--- config.mk ---
export PLATFORM = sky130hd
export DESIGN_NAME = prot_lookup_top
export DESIGN_NICKNAME = d
export VERILOG_FILES = /design/src/rtl/prot_pkg.sv /design/src/rtl/prot_entry_store.sv /design/src/rtl/prot_match_array.sv /design/src/rtl/prot_hit_select.sv /design/src/rtl/prot_lookup_top.sv
export SDC_FILE = /design/constraint.sdc
export NUM_CORES = 1
export LEC_CHECK = 0
export BUFFER_PORTS_ARGS = -buffer_cell sky130_fd_sc_hd__buf_4
export CAP_MARGIN = 20
export CORE_MARGIN = 3
export CORE_UTILIZATION = 50
export DETAILED_ROUTE_END_ITERATION = 10
export GPL_TIMING_DRIVEN = 0
export PLACE_DENSITY_LB_ADDON = 0.12
export SLEW_MARGIN = 20
export SYNTH_ARGS = -nofsm -noshare
export SYNTH_HDL_FRONTEND = slang
export SYNTH_HIERARCHICAL = 1
export SYNTH_SLANG_ARGS = --single-unit
export TNS_END_PERCENT = 5
--- constraint.sdc ---
create_clock -name clk -period 7.4 [get_ports clk]
set_input_delay 1.48 -clock clk [delete_from_list [all_inputs] [get_ports clk]]
set_output_delay 1.48 -clock clk [all_outputs]
set_load 0.01 [all_outputs]
--- src/rtl/prot_pkg.sv ---
package prot_pkg;
  localparam int WORD_W = 32;
  localparam logic [31:0] DESC_KEEP = 32'h0003_10FF;
  localparam int B_VALID = 0;
  localparam int B_LOCK  = 1;
  localparam int B_UR = 2, B_UW = 3, B_UX = 4;
  localparam int B_SR = 5, B_SW = 6, B_SX = 7;
  localparam int B_CACHE = 12;
  localparam int B_SZ_LO = 16;

  typedef enum logic [1:0] {
    PG_1K = 2'd0,
    PG_4K = 2'd1,
    PG_1M = 2'd2,
    PG_4M = 2'd3
  } page_sz_e;

  function automatic logic [31:0] cmp_mask(input page_sz_e sz);
    logic [31:0] m;
    unique case (sz)
      PG_1K:   m = ~32'h0000_03FF;
      PG_4K:   m = ~32'h0000_0FFF;
      PG_1M:   m = ~32'h000F_FFFF;
      default: m = ~32'h003F_FFFF;
    endcase
    return m;
  endfunction

  function automatic page_sz_e desc_size(input logic [31:0] d);
    return page_sz_e'(d[B_SZ_LO +: 2]);
  endfunction
endpackage

--- src/rtl/prot_entry_store.sv ---
module prot_entry_store #(
  parameter int N_ENTRIES = 16,
  localparam int IDX_W = $clog2(N_ENTRIES)
) (
  input  logic              clk,
  input  logic              rst_n,
  input  logic              we,
  input  logic [IDX_W-1:0]  idx,
  input  logic              sel,
  input  logic [31:0]       wdata,
  output logic [31:0]       rdata,
  output logic [31:0]       base_o [N_ENTRIES],
  output logic [31:0]       desc_o [N_ENTRIES]
);
  import prot_pkg::*;

  for (genvar g = 0; g < N_ENTRIES; g++) begin : g_ent
    logic [31:0] base_q, desc_q;
    logic hit_sel;
    assign hit_sel = we && (idx == IDX_W'(g));
    always_ff @(posedge clk or negedge rst_n) begin
      if (!rst_n) begin
        base_q <= '0;
        desc_q <= '0;
      end else if (hit_sel) begin
        if (sel) desc_q <= wdata & DESC_KEEP;
        else     base_q <= wdata;
      end
    end
    assign base_o[g] = base_q;
    assign desc_o[g] = desc_q;
  end

  always_comb begin
    rdata = sel ? desc_o[idx] : base_o[idx];
  end
endmodule

--- src/rtl/prot_match_array.sv ---
module prot_match_array #(
  parameter int N_ENTRIES = 16
) (
  input  logic [31:0]          addr,
  input  logic [31:0]          base_i [N_ENTRIES],
  input  logic [31:0]          desc_i [N_ENTRIES],
  output logic [N_ENTRIES-1:0] match_o
);
  import prot_pkg::*;

  for (genvar g = 0; g < N_ENTRIES; g++) begin : g_cmp
    logic [31:0] mask;
    assign mask = cmp_mask(desc_size(desc_i[g]));
    assign match_o[g] = desc_i[g][B_VALID] && (((addr ^ base_i[g]) & mask) == '0);
  end
endmodule

--- src/rtl/prot_hit_select.sv ---
module prot_hit_select #(
  parameter int N_ENTRIES = 16,
  localparam int IDX_W = $clog2(N_ENTRIES)
) (
  input  logic [N_ENTRIES-1:0] match_i,
  output logic                 any_o,
  output logic                 multi_o,
  output logic [IDX_W-1:0]     idx_o
);
  always_comb begin
    idx_o = '0;
    for (int i = N_ENTRIES - 1; i >= 0; i--) begin
      if (match_i[i]) idx_o = IDX_W'(i);
    end
  end

  assign any_o   = |match_i;
  assign multi_o = $countones(match_i) > 1;
endmodule

--- src/rtl/prot_lookup_top.sv ---
module prot_lookup_top #(
  parameter int          N_ENTRIES = 16,
  parameter bit          IS_INSTR  = 1'b0,
  parameter logic [31:0] REG_BASE  = 32'hFFE0_0000,
  localparam int IDX_W = $clog2(N_ENTRIES)
) (
  input  logic             clk,
  input  logic             rst_n,
  input  logic             cfg_we,
  input  logic [IDX_W-1:0] cfg_idx,
  input  logic             cfg_sel,
  input  logic [31:0]      cfg_wdata,
  output logic [31:0]      cfg_rdata,
  input  logic             req_valid,
  output logic             req_ready,
  input  logic [31:0]      req_addr,
  input  logic             req_user,
  input  logic             req_write,
  output logic             res_valid,
  input  logic             res_ready,
  output logic             res_hit,
  output logic             res_miss,
  output logic             res_viol,
  output logic             res_cacheable,
  output logic             res_multi,
  output logic [IDX_W-1:0] res_index
);
  import prot_pkg::*;

  logic [31:0]          base_w [N_ENTRIES];
  logic [31:0]          desc_w [N_ENTRIES];
  logic [N_ENTRIES-1:0] match_w;
  logic                 any_w, multi_w;
  logic [IDX_W-1:0]     idx_w;

  prot_entry_store #(.N_ENTRIES(N_ENTRIES)) u_store (
    .clk(clk), .rst_n(rst_n), .we(cfg_we), .idx(cfg_idx), .sel(cfg_sel),
    .wdata(cfg_wdata), .rdata(cfg_rdata), .base_o(base_w), .desc_o(desc_w)
  );

  prot_match_array #(.N_ENTRIES(N_ENTRIES)) u_match (
    .addr(req_addr), .base_i(base_w), .desc_i(desc_w), .match_o(match_w)
  );

  prot_hit_select #(.N_ENTRIES(N_ENTRIES)) u_pick (
    .match_i(match_w), .any_o(any_w), .multi_o(multi_w), .idx_o(idx_w)
  );

  logic [31:0] win_desc;
  logic        in_regs, need_right, reg_fault;
  logic        n_hit, n_miss, n_viol, n_cache, n_multi;
  logic [IDX_W-1:0] n_idx;
  logic        unused_write;

  assign win_desc = desc_w[idx_w];
  assign in_regs  = req_addr >= REG_BASE;

  if (IS_INSTR) begin : g_fetch
    assign need_right   = req_user ? win_desc[B_UX] : win_desc[B_SX];
    assign reg_fault    = 1'b1;
    assign unused_write = req_write;
  end else begin : g_data
    always_comb begin
      unique case ({req_user, req_write})
        2'b00:   need_right = win_desc[B_SR];
        2'b01:   need_right = win_desc[B_SW];
        2'b10:   need_right = win_desc[B_UR];
        default: need_right = win_desc[B_UW];
      endcase
    end
    assign reg_fault    = req_user;
    assign unused_write = 1'b0;
  end

  always_comb begin
    n_hit   = 1'b0;
    n_miss  = 1'b0;
    n_viol  = 1'b0;
    n_cache = 1'b0;
    n_multi = 1'b0;
    n_idx   = '0;
    if (in_regs) begin
      n_viol = reg_fault;
    end else if (any_w) begin
      n_hit   = 1'b1;
      n_viol  = !need_right;
      n_cache = win_desc[B_CACHE];
      n_multi = multi_w;
      n_idx   = idx_w;
    end else begin
      n_miss = 1'b1;
    end
  end

  logic take;
  assign req_ready = !res_valid || res_ready;
  assign take      = req_valid && req_ready;

  always_ff @(posedge clk or negedge rst_n) begin
    if (!rst_n) begin
      res_valid     <= 1'b0;
      res_hit       <= 1'b0;
      res_miss      <= 1'b0;
      res_viol      <= 1'b0;
      res_cacheable <= 1'b0;
      res_multi     <= 1'b0;
      res_index     <= '0;
    end else if (take) begin
      res_valid     <= 1'b1;
      res_hit       <= n_hit;
      res_miss      <= n_miss;
      res_viol      <= n_viol;
      res_cacheable <= n_cache;
      res_multi     <= n_multi;
      res_index     <= n_idx;
    end else if (res_ready) begin
      res_valid <= 1'b0;
    end
  end


  result_hold_chk: assert property (@(posedge clk) disable iff (!rst_n)
    res_valid && !res_ready |=> res_valid && $stable({res_hit, res_miss, res_viol,
      res_cacheable, res_multi, res_index}));

  accept_shows_chk: assert property (@(posedge clk) disable iff (!rst_n)
    req_valid && req_ready |=> res_valid);

  hit_miss_excl_chk: assert property (@(posedge clk) disable iff (!rst_n)
    res_valid |-> !(res_hit && res_miss));

  viol_not_miss_chk: assert property (@(posedge clk) disable iff (!rst_n)
    res_valid && res_viol |-> !res_miss);

  multi_needs_hit_chk: assert property (@(posedge clk) disable iff (!rst_n)
    res_valid && res_multi |-> res_hit);

  cache_needs_hit_chk: assert property (@(posedge clk) disable iff (!rst_n)
    res_valid && res_cacheable |-> res_hit);

  winner_matches_chk: assert property (@(posedge clk) disable iff (!rst_n)
    any_w |-> match_w[idx_w]);
endmodule

# Word level (Yosys, flattened, before mapping)
# Index checks and enable logic that the tools add are counted.
[op_classes] eq_ne=49 bitwise_logic=35 order_cmp=4 muxes=57 n_reduce_logical=104 add_sub_neg=15
[op_table] cell="22-bit case mux with 3 select lines" n=16
[op_table] cell="32-bit bitwise AND" n=16
[op_table] cell="32-bit zero test" n=16
[op_table] cell="32-bit XOR" n=16
[op_table] cell="32-bit binary-select mux with 4-bit select" n=3
[op_table] cell="32-bit adder" n=7
[op_table] cell="32-bit two-way mux" n=5
[op_table] cell="4-bit two-way mux" n=18
[op_table] cell="2-bit AND reduction" n=32
[op_table] cell="2-bit by 1-bit == test with 1-bit output (second input constant)" n=17
[op_table] cell="2-bit == test (second input constant)" n=17
[op_table] cell="2-bit zero test" n=17
[op_table] cell="1-bit logical AND" n=33
[op_table] cell="4-bit == test (second input constant)" n=8
[op_table] cell="32-bit >= comparator (second input constant)" n=1
[op_table] cell="32-bit by 2-bit > comparator with 1-bit output (second input constant)" n=1
[op_table] cell="13-bit two-way mux" n=2
[op_table] cell="1-bit by 1-bit adder with 2-bit output" n=8
[op_table] cell="4-bit by 3-bit == test with 1-bit output (second input constant)" n=4
[op_table] cell="16-bit OR reduction" n=1
[op_table] cell="1-bit two-way mux" n=12
[op_table] cell="5-bit >= comparator (second input constant)" n=2
[op_table] cell="4-bit NOT with 5-bit output" n=2
[op_table] cell="4-bit by 2-bit == test with 1-bit output (second input constant)" n=2
[op_table] cell="7 further kinds" n=8
[totals] word_cells=303 output_inout_bits=43 ff_bits=698 in_bits=76

# Longest topological paths before layout
[depth] word_depth=29 mapped_depth=23 ltp_nobuf=21

# Modules after synthesis
# The synthesis kept the hierarchy.
[by_module_without_submodules] module="prot_entry_store" instances=1 seq_area_each_um2=17216.5 area_each_um2=33885.0 cells_per_inst=2308
[by_module_without_submodules] module="prot_match_array" instances=1 seq_area_each_um2=0.0 area_each_um2=4539.4 cells_per_inst=556
[by_module_without_submodules] module="prot_lookup_top" instances=1 seq_area_each_um2=250.2 area_each_um2=1128.6 cells_per_inst=93
[by_module_without_submodules] module="prot_hit_select" instances=1 seq_area_each_um2=0.0 area_each_um2=775.7 cells_per_inst=92

# Least setup slack after synthesis
# No wires, ideal clock.
[synth_path] kind="in2reg" from="input req_addr[25]" to="register res_multi" path_buffers=2 slack_ns=0.750 cell_stages=20 setup_ns=0.152 arrival_ns=6.497 required_time_ns=7.248 cell_sequence="clkbuf_1 -> buf_2 -> xnor2_1 -> nand3_1 -> a2111oi_2 -> fa_1 -> ha_1 -> ha_1 -> inv_1 -> fa_1 -> inv_1 -> fa_1 -> fa_1 -> ha_1 -> inv_1 -> fa_1 -> nor4b_1 -> o21ai_0 -> nand2_1 -> o21ai_0"
[synth_via] elab_chain_cells=11 word_cells_on_any_way=84 cone_classes="add/sub: 15; order compare: 2; mux: 2; bitwise: 32; reduce/logical: 33"
[synth_rtl] item="from (decl)" line_no="prot_lookup_top.sv:16" source="input logic [31:0] req_addr,"
[synth_rtl] item="32-bit XOR" line_no="prot_match_array.sv:14" source="assign match_o[g] = desc_i[g][B_VALID] && (((addr ^ base_i[g]) & mask) == '0);"
[synth_rtl] item="32-bit bitwise AND" line_no="prot_match_array.sv:14"
[synth_rtl] item="32-bit zero test" line_no="prot_match_array.sv:14"
[synth_rtl] item="1-bit logical AND" line_no="prot_match_array.sv:14"
[synth_rtl] item="named net match_w[4]" line_no="prot_lookup_top.sv:32" source="logic [N_ENTRIES-1:0] match_w;"
[synth_rtl] item="1-bit by 1-bit adder with 2-bit output (not written as such)" line_no="prot_hit_select.sv:18" source="assign multi_o = $countones(match_i) > 1;"
[synth_rtl] item="32-bit adder (not written as such) (3 in a row)" line_no="prot_hit_select.sv:18"
[synth_rtl] item="32-bit by 2-bit > comparator with 1-bit output" line_no="prot_hit_select.sv:18"
[synth_rtl] item="named net multi_w" line_no="prot_lookup_top.sv:33" source="logic any_w, multi_w;"
[synth_rtl] item="1-bit two-way mux" line_no="prot_lookup_top.sv:84" source="end else if (any_w) begin"
[synth_rtl] item="1-bit two-way mux" line_no="prot_lookup_top.sv:82" source="if (in_regs) begin"
[synth_rtl] item="to (signal assigned)" line_no="prot_lookup_top.sv:114" source="res_multi <= n_multi;"
[synth_rtl] item="to (decl)" line_no="prot_lookup_top.sv:25" source="output logic res_multi,"
# The timed path passes the listed nets, and every way through them passes these cells.
# A chain may end at the register's enable or synchronous reset.

# Worst setup path after layout
[layout_path] from="input req_addr[19]" to="register res_multi"
# Same word-level chain as after synthesis.

==> results.md <==
Floorplanning:
- Measured along the y axis, the die boundary spans between 200 and 300 µm.
- The core area is 74700 µm².
- The initial standard-cell utilization of the core is between 50% and 60%.
- The die covers 78900 µm².
- The I/O pin count is 119.
- The floorplan step set the die width to 281 µm.
- Row generation in the floorplan step produced 100 rows.

Timing:
- The post-layout minimum cycle time is 7.14 ns.
- The fraction of the cycle the final worst path needs is 96.5%.
- Derived from the worst setup path, the maximum achievable clock frequency is 140 MHz.
- Measured against its own limit, the worst slew margin works out to 16.2%.
- The setup TNS after final layout is 0 ns.
- The clock arrives with 0.0131 ns of skew.
- The worst path meets setup with 0.259 ns of slack.
- Setup repair after global routing left no endpoint under its margin.
- The count of final hold-check violations is 0.
- The setup violation total in the final timing report is 0.
- The number of slew-limit violations in the final report is 0.
- At the pin with the least slew margin, the transition time is approximately 1.2 ns.

Routing:
- Wires add up to 137000 µm.
- In the routed layout, each cell is associated on average with a via count of 6.45.
- The count of nets left with antenna violations after detail routing is 0.
- In the final routed layout, each cell accounts on average for 34.9 µm.
- The count of TritonRoute iterations in the first routing pass is 7.
- The routed layout has 25330 vias.
- The iteration-0 DRC count of the detailed router is 2313.
- The detailed-route DRC error count is 0.

Clock network:
- The count of buffers added by post-CTS timing repair for setup is 0.
- The clock-pin slew reported for the worst setup and hold paths after clock tree synthesis is 0.06 ns.
- Counting every sink on the clock net gives 698.
- The H-tree depth is 3.
- The master cell of the clock root buffer is clkbuf_16.
- TritonCTS built the clock tree.
- The clock latency reported for the late side of the worst-skew pair is 0.65 ns.
- TritonCTS created 78 clock buffers.
- The maximum clock insertion buffer count is 3.
- The quantity of hold-fixing buffers added after cts is 0.

Power and ir drop:
- The maximum vdd ir drop is roughly 200 µV.
- The power per cell area is 274 nW/µm².
- The design draws roughly 0.012 W.
- The leakage power of the design is 18.7 nW.

Placed design:
- The congestion estimate from routability-driven global placement came to 0.965.
- The number of placed instances, taps included, is 3786.
- Buffers placed on the I/O ports in this run total 95.
- OpenSTA, run right after detailed placement, puts the worst setup slack at -0.844 ns.
- Detailed placement finished with a half-perimeter wire length of between 90000 and 100000 µm.

Global route:
- The first global-routing pass estimated 194000 µm of wire.
- The number of global-route vias before repair is 26281.
- Entering global routing, the biggest net connects approximately 100 pins.
- Global routing used 35.0% of the available tracks.
- The number of antenna violations at the first check in global routing came to 5.
- The total overflow left after global routing is 0.

Worst setup path:
- The worst path arrival time is 7.65 ns.
- The worst register-to-register path has a setup slack of 1.01 ns.
- STA classifies the critical path startpoint as a primary input.
- The worst setup path is captured at a flip-flop.
- The worst reg2reg path startpoint is u_store/g_ent[7].base_q[19].
- The worst register-to-register path has a depth of 19.
- The worst register-to-register path ends at res_multi.
- In this run the worst path has a maximum fanout of 10.
- The worst setup path is of the in2reg kind.
- For the worst setup path, the data required time is about 7.9 ns.

Cells and area:
- In the layout the commonest cells are 698 x dfrtp_1, 478 x mux2_2, 229 x mux2_1.
- The net count of the finished layout is 3005.
- The most common library cell in the layout ignoring fill and taps is dfrtp_1.
- The share of cells above drive strength 1 is 36.5%.
- Excluding fillers, the count of instances in the completed layout stands at 3929.
- From synthesis to final layout, the design area changed by 13.0%.
- The core occupancy in the finished layout is 57.2%.

Hold path:
- Along the worst hold path, the cell count comes to 1.
- In this run the most critical hold path is launched from u_store/g_ent[13].base_q[2].
- The destination of the worst hold path is u_store/g_ent[13].base_q[2].
- The min-delay analysis places its worst path in the category reg2reg.

Logic synthesis:
- The average cell area after synthesis is 13.9 µm².
- Counting every net in the synthesized netlist gives about 2800.
- Yosys printed 6 warnings.
- The number of cells produced by synthesis is between 2000 and 3000.
- The cell area after technology mapping is 37800 µm².

Status:
- The run finished with clean final reports.

Flow run:
- The max-cap violation count is 0.
==> where the power goes <==
part           total, W  switching, W  internal (W)
logic           0.00251       0.00121       0.00130
registers       0.00517      0.000615       0.00456
clock network   0.00400       0.00164       0.00236
==> routing by layer <==
metal	share of wire, %	up-vias	global-route usage [%]
li1	-	10287	-
met2	45	1316	52.9
met4	5.5	0	16.6
met1	40	13407	47.4
met3	9.9	320	9.22
met5	0	-	0
==> worst max path at each step <==
stage | from | end | cells after the start
after floorplan | req_addr[25] | res_multi | 20
after global placement | rst_n | u_store/g_ent[10].base_q[6] | 1
after detailed placement | req_addr[28] | res_multi | 21
after CTS | req_addr[28] | res_multi | 21
after global routing | req_addr[21] | res_multi | 22
final | req_addr[19] | res_multi | 21
==> through the flow <==
step,hold slack [ns],area (µm²)
after global placement,0.463,39700
after global routing,0.498,42700
after detailed placement,0.471,40000
final,0.485,42700
after floorplan,0.452,37800
after CTS,0.484,42600
==> state kept, by name (all words and copies together), names as in the netlist <==
| register | cells |
|---|---|
| res_hit | 1 |
| res_index | 4 |
| res_valid | 1 |
| res_viol | 1 |
| res_multi | 1 |
| u_store/g_ent.base_q | 512 |
| res_cacheable | 1 |
| u_store/g_ent.desc_q | 176 |
| res_miss | 1 |
==> area by class of cell <==
cell class                 count  area, µm²
fill                        6084      32000
multi-input combinational   1751      19000
sequential                   698      17500
clock buffer                 118       2330
buffer                       230       1280
tap                          969       1210
timing repair buffer         106        958
clock inverter                21        294
inverter                      32        120
antenna                        4       10.0
==> critical path, cell delays in order <==
cell	delay, ns
buf_6	0.12
buf_6	0.16
xor2_1	0.19
nor4_1	0.60
nand4b_1	0.39
a2111oi_2	0.61
fa_1	0.52
ha_1	0.20
ha_1	0.27
inv_1	0.05
fa_1	0.53
inv_1	0.05
fa_1	0.50
fa_1	0.56
ha_1	0.17
inv_1	0.05
fa_1	0.48
nor4b_1	0.31
o21ai_2	0.23
nand2_1	0.10
o21ai_0	0.08
==> timing repair <==
item	4_1_cts	5_1_grt
resized for setup	1	6
setup endpoints to repair	1	1
pin swaps	0	0
Power figures use the tool's default switching activity.
